### src/rtl/path_root_verifier.sv
module path_root_verifier #(
  parameter int KEY_W     = 8,
  parameter int CTR_W     = 4,
  parameter int DIG_W     = 32,
  parameter int MAX_DEPTH = 16,
  localparam int LEN_W    = $clog2(MAX_DEPTH + 1),
  localparam int IDX_W    = (MAX_DEPTH > 1) ? $clog2(MAX_DEPTH) : 1
) (
  input  logic             clk,
  input  logic             rst_n,
  input  logic             start,
  input  logic [KEY_W-1:0] node_key,
  input  logic [CTR_W-1:0] node_ctr,
  input  logic [DIG_W-1:0] node_left,
  input  logic [DIG_W-1:0] node_right,
  input  logic [LEN_W-1:0] path_len,
  input  logic [DIG_W-1:0] trusted_root,
  output logic             ent_req,
  output logic [IDX_W-1:0] ent_idx,
  input  logic             ent_valid,
  input  logic [KEY_W-1:0] ent_key,
  input  logic [CTR_W-1:0] ent_ctr,
  input  logic [DIG_W-1:0] ent_sib,
  output logic             hreq,
  output logic [KEY_W-1:0] hkey,
  output logic [CTR_W-1:0] hctr,
  output logic [DIG_W-1:0] hleft,
  output logic [DIG_W-1:0] hright,
  input  logic             hack,
  input  logic [DIG_W-1:0] hdigest,
  output logic             busy,
  output logic             done,
  output logic             pass
);
  localparam logic [CTR_W-1:0] NEW_CODE = '1;

  typedef enum logic [2:0] {IDLE, SELF, FETCH, STEP, FINAL} st_t;
  st_t st;

  logic [KEY_W-1:0] cur_key, e_key;
  logic [CTR_W-1:0] e_ctr;
  logic [DIG_W-1:0] dig, sib, root;
  logic [IDX_W-1:0] idx;
  logic             no_path;

  wire go_left = cur_key < e_key;

  assign busy    = st != IDLE;
  assign done    = st == FINAL;
  assign pass    = done && (dig == root);
  assign ent_req = st == FETCH;
  assign ent_idx = idx;
  assign hreq    = (st == SELF) || (st == STEP);
  assign hkey    = e_key;
  assign hctr    = e_ctr;
  assign hleft   = (st == SELF || go_left) ? dig : sib;
  assign hright  = (st == SELF || go_left) ? sib : dig;

  always_ff @(posedge clk or negedge rst_n) begin
    if (!rst_n) begin
      st      <= IDLE;
      cur_key <= '0;
      e_key   <= '0;
      e_ctr   <= '0;
      dig     <= '0;
      sib     <= '0;
      root    <= '0;
      idx     <= '0;
      no_path <= 1'b0;
    end else begin
      case (st)
        IDLE: if (start) begin
          cur_key <= node_key;
          e_key   <= node_key;
          e_ctr   <= node_ctr;
          sib     <= node_right;
          root    <= trusted_root;
          no_path <= path_len == '0;
          idx     <= IDX_W'(path_len - LEN_W'(1));
          if (node_ctr == NEW_CODE) begin
            dig <= '0;
            st  <= (path_len == '0) ? FINAL : FETCH;
          end else begin
            dig <= node_left;
            st  <= SELF;
          end
        end
        SELF: if (hack) begin
          dig <= hdigest;
          st  <= no_path ? FINAL : FETCH;
        end
        FETCH: if (ent_valid) begin
          e_key <= ent_key;
          e_ctr <= ent_ctr;
          sib   <= ent_sib;
          st    <= STEP;
        end
        STEP: if (hack) begin
          dig     <= hdigest;
          cur_key <= e_key;
          if (idx == '0) st <= FINAL;
          else begin
            idx <= idx - IDX_W'(1);
            st  <= FETCH;
          end
        end
        default: st <= IDLE;
      endcase
    end
  end
endmodule

### config.mk
export PLATFORM = sky130hd
export DESIGN_NAME = path_root_verifier
export DESIGN_NICKNAME = d
export VERILOG_FILES = /design/src/rtl/path_root_verifier.sv
export SDC_FILE = /design/constraint.sdc
export NUM_CORES = 1
export LEC_CHECK = 0
export ABC_AREA = 1
export BUFFER_PORTS_ARGS = -buffer_cell sky130_fd_sc_hd__buf_2
export CAP_MARGIN = 20
export CORE_ASPECT_RATIO = 1.75
export CORE_MARGIN = 2
export CORE_UTILIZATION = 45
export CTS_BUF_LIST = sky130_fd_sc_hd__clkbuf_2
export DETAILED_ROUTE_END_ITERATION = 7
export PLACE_DENSITY_LB_ADDON = 0.2
export SLEW_MARGIN = 20
export SYNTH_ARGS = -nofsm -noshare
export SYNTH_HDL_FRONTEND = slang
export SYNTH_SLANG_ARGS = --single-unit
### constraint.sdc
create_clock -name clk -period 2.4 [get_ports clk]
set_input_delay 0.24 -clock clk [delete_from_list [all_inputs] [get_ports clk]]
set_output_delay 0.24 -clock clk [all_outputs]
set_load 0.02 [all_outputs]
==> summary.txt <==
STA
  – Max frequency: ~350 MHz
  – Endpoints failing setup: 64
  – Crit share post-route: 118%
  – RSZ-0062 raised after global routing: true
  – Least-Margin Pin Slew: 0.718 ns
  – Count of pins over their slew limit: 0
  – Max-Slew Margin vs Limit: a little over half
  – Setup TNS: -25.35 ns
  – Final hold vios: 0
  – Final worst slack: -0.435 ns
  – Skew final: 0.0291 ns
  – Crit path time final: approximately 2.8 ns

Die
  – Chip width: approximately 99 um
  – Die span in y: 171 um
  – Core ar.: 0.0155 mm2
  – Boundary pin count: 279
  – Die footprint: 0.0169 mm2
  – Initial Util: 46.1%
  – Row Count: 60

Clock tree
  – Skew-Pair Late Insertion Delay: 0.69 ns
  – CTS max path bufs: 2
  – CTS buffer count: 17
  – CTS tree: yes
  – CTS root buf: clkbuf_2
  – CTS clock-pin slew for the worst setup and hold paths: 0.21 ns
  – Clock Sinks: about 120
  – CTS H-tree lvls: 4

Yosys
  – Post-synth top area share: a little over two fifths
  – Post-synth top cells: 406 x nand2_1, 124 x dfrtp_1, 109 x nor2_1
  – Synthesized instance count: 1009
  – Most frequent cell after synthesis: nand2_1
  – Synth Warn #: 0
  – Seq/Total Area, Yosys: 43.5%
  – Syn avg cell area: 7.07 um2
  – Yosys top cell by area: dfrtp_1
  – Ys async rst share: 100%
  – Mapped Area: 0.00714 mm2
  – Syn Nets: 1211
  – Largest cells by area after synthesis: dfrtp_1 43%, nand2_1 21%, a31oi_1 7.4%
  – EDFF count, synth: 0
  – Synthesis-stage register bit count: about 120
  – Yosys cell types: 29
  – Top_reg_cell synth: dfrtp_1

Outcome
  – Failing checks: negative setup slack
  – Outcome: finished, violations left

Routing
  – Highest metal used: met4
  – Routed Antenna Nets: 0
  – Via count: 9590
  – DRC errors left: 0
  – Metal2 WL: 16500 um
  – Vias per cell: 5.66
  – Drt wl/cell: ~19 um
  – Post-Route M1 WL: between 10000 and 15000 um
  – Initial DRC count: 770
  – Routed wire length: 32800 um
  – Router iterations before antenna repair: 6
  – DR WL met3: about 2800 um

Layout
  – Post-Route Utilization: 78.7%
  – P&R area growth vs syn: 70.5%
  – Proportion of layout cells with a drive suffix above 1: 31.1%
  – Nets: 1692

Setup path
  – WS Path Type: flip-flop to output pin
  – CP required: 2.16 ns
  – Setup crit start kind: flip-flop
  – Critical path peak fanout: 8
  – Crit. End Element: output pin
  – Worst r2r dst: hkey[1]$_DFFE_PN0P_
  – RR Startpoint: st[2]$_DFFE_PN0P_
  – R2R depth: 10
  – Crit path DAT: approximately 2.6 ns
  – R2r setup slk: 0.03 ns

Worst hold path
  – Hold Crit Depth: 7
  – WHS Endpoint: ent_idx[3]$_DFFE_PN0P_
  – Worst min-delay path class: primary input to flip-flop
  – Worst Hold Launch: path_len[2]

GRT
  – Total Routing Usage GR: between 30% and 40%
  – Number of global-route vias before repair: 9083
  – Largest net degree at the start of global routing: about 130
  – Initial antenna violation count: 3
  – First-pass GRT wire length: 45900 um
  – Grt total ovfl: 0

Pwr
  – Maximum VDD drop: a little over 1 mV
  – Power per Cell Area: 1940 mW/mm2
  – LEAKAGE: 0.00607 uW

Placed design
  – Final Wtd Congestion: between 0.9 and 1
  – HPWL Detailed: 17700 um
  – Port buffer count: 278

Job
  – Max-cap violation count: 0
area by class of cell:
| cell class | count | area, um2 |
|---|---|---|
| Fill cell | 994 | 3300 |
| Sequential cell | 124 | 3110 |
| Timing Repair Buffer | 526 | 4470 |
| Clock inverter | 12 | 171 |
| Antenna cell | 4 | 10.0 |
| Tap cell | 186 | 233 |
| Inverter | 38 | 150 |
| Clock buffer | 20 | 100 |
| Multi-Input combinational cell | 783 | 3920 |
repair_timing:
action,4_1_cts,5_1_grt
setup buffers,11,13
endpoints found under the hold margin,245,0
hold buffers,199,0
setup endpoints to repair,66,108
gates resized for setup,143,109
cloned,5,6
pin swaps,7,28
state kept, by name (all words and copies together), names as in the netlist:
register / count
ent_idx: 4
hkey: 8
hctr: 4
st: 3
dig: 32
no_path: 1
cur_key: 8
sib: 32
root: 32
power breakdown:
part           internal (uW)  switching, uW  total, uW
logic                   7910           9740      17700
clock network            690            828       1520
registers               3140           1240       4380
worst max-delay path: stages, from the launching register on:
cell and delay, ns:
dfrtp_1 0.42, inv_1 0.07, ha_1 0.31, nand2_2 0.09, inv_2 0.03, nand2_1 0.07, nand2_1 0.07, nand2_2 0.09
nand2_4 0.10, nand2_8 0.10, buf_6 0.13, clkbuf_16 0.17, nand2_1 0.06, nand2_1 0.08, buf_6 0.12
worst max path at each step:
stage,from,end,slack [ns]
floorplan,hkey[7]$_DFFE_PN0P_,hleft[10],0.34
global placement,hkey[7]$_DFFE_PN0P_,hleft[0],0.31
detailed placement,hkey[7]$_DFFE_PN0P_,hleft[20],0.29
CTS,cur_key[3]$_DFFE_PN0P_,hright[17],-0.34
global route,cur_key[3]$_DFFE_PN0P_,hright[24],-0.55
finish,hkey[2]$_DFFE_PN0P_,hleft[8],-0.44
metrics by stage:
step	worst slack [ns]	instances	hold slack (ns)	total power, uW	area, um2
5_1_grt	-0.549	1692	0.0896	24700	12200
3_3_place_gp	0.314	1424	0.397	15100	8620
3_5_place_dp	0.291	1424	0.394	15200	8620
2_1_floorplan	0.345	1009	-0.0556	11700	7140
6_report	-0.435	1693	0.0718	23500	12200
4_1_cts	-0.339	1671	0.0227	21000	11600
metal layers:
metal | up-vias | global-route usage (%)
met3 | 221 | 5.92
met5 | - | 0
met4 | 0 | 21.5
li1 | 4250 | -
met1 | 4409 | 39.4
met2 | 710 | 60.4
cell families (layout without fill, tap and decap cells):
logic type	Yosys count	count (layout)	share of synthesized area, %
XOR/XNOR	22	22	2.70
AND/OR/NAND/NOR	636	636	36.1
other	0	4	0
buffers and inverters	102	596	6.52
adder cells (fa/ha/maj)	8	8	1.40
flip-flops	124	124	43.5
AO/OA/AOI/OAI	117	117	9.77
cells in the final DEF (no fill, tap or decap), drive strengths merged, types with 6 or more instances in the layout:
| cell | n |
|---|---|
| inv | 37 |
| clkinv | 6 |
| ha | 8 |
| nand2 | 412 |
| a21oi | 6 |
| a31oi | 84 |
| o21ai | 24 |
| dfrtp | 124 |
| nand3 | 105 |
| nor2 | 111 |
| dlygate4sd3 | 199 |
| buf | 320 |
| clkbuf | 26 |
| xor2 | 17 |
Power figures use the tool's default switching activity.
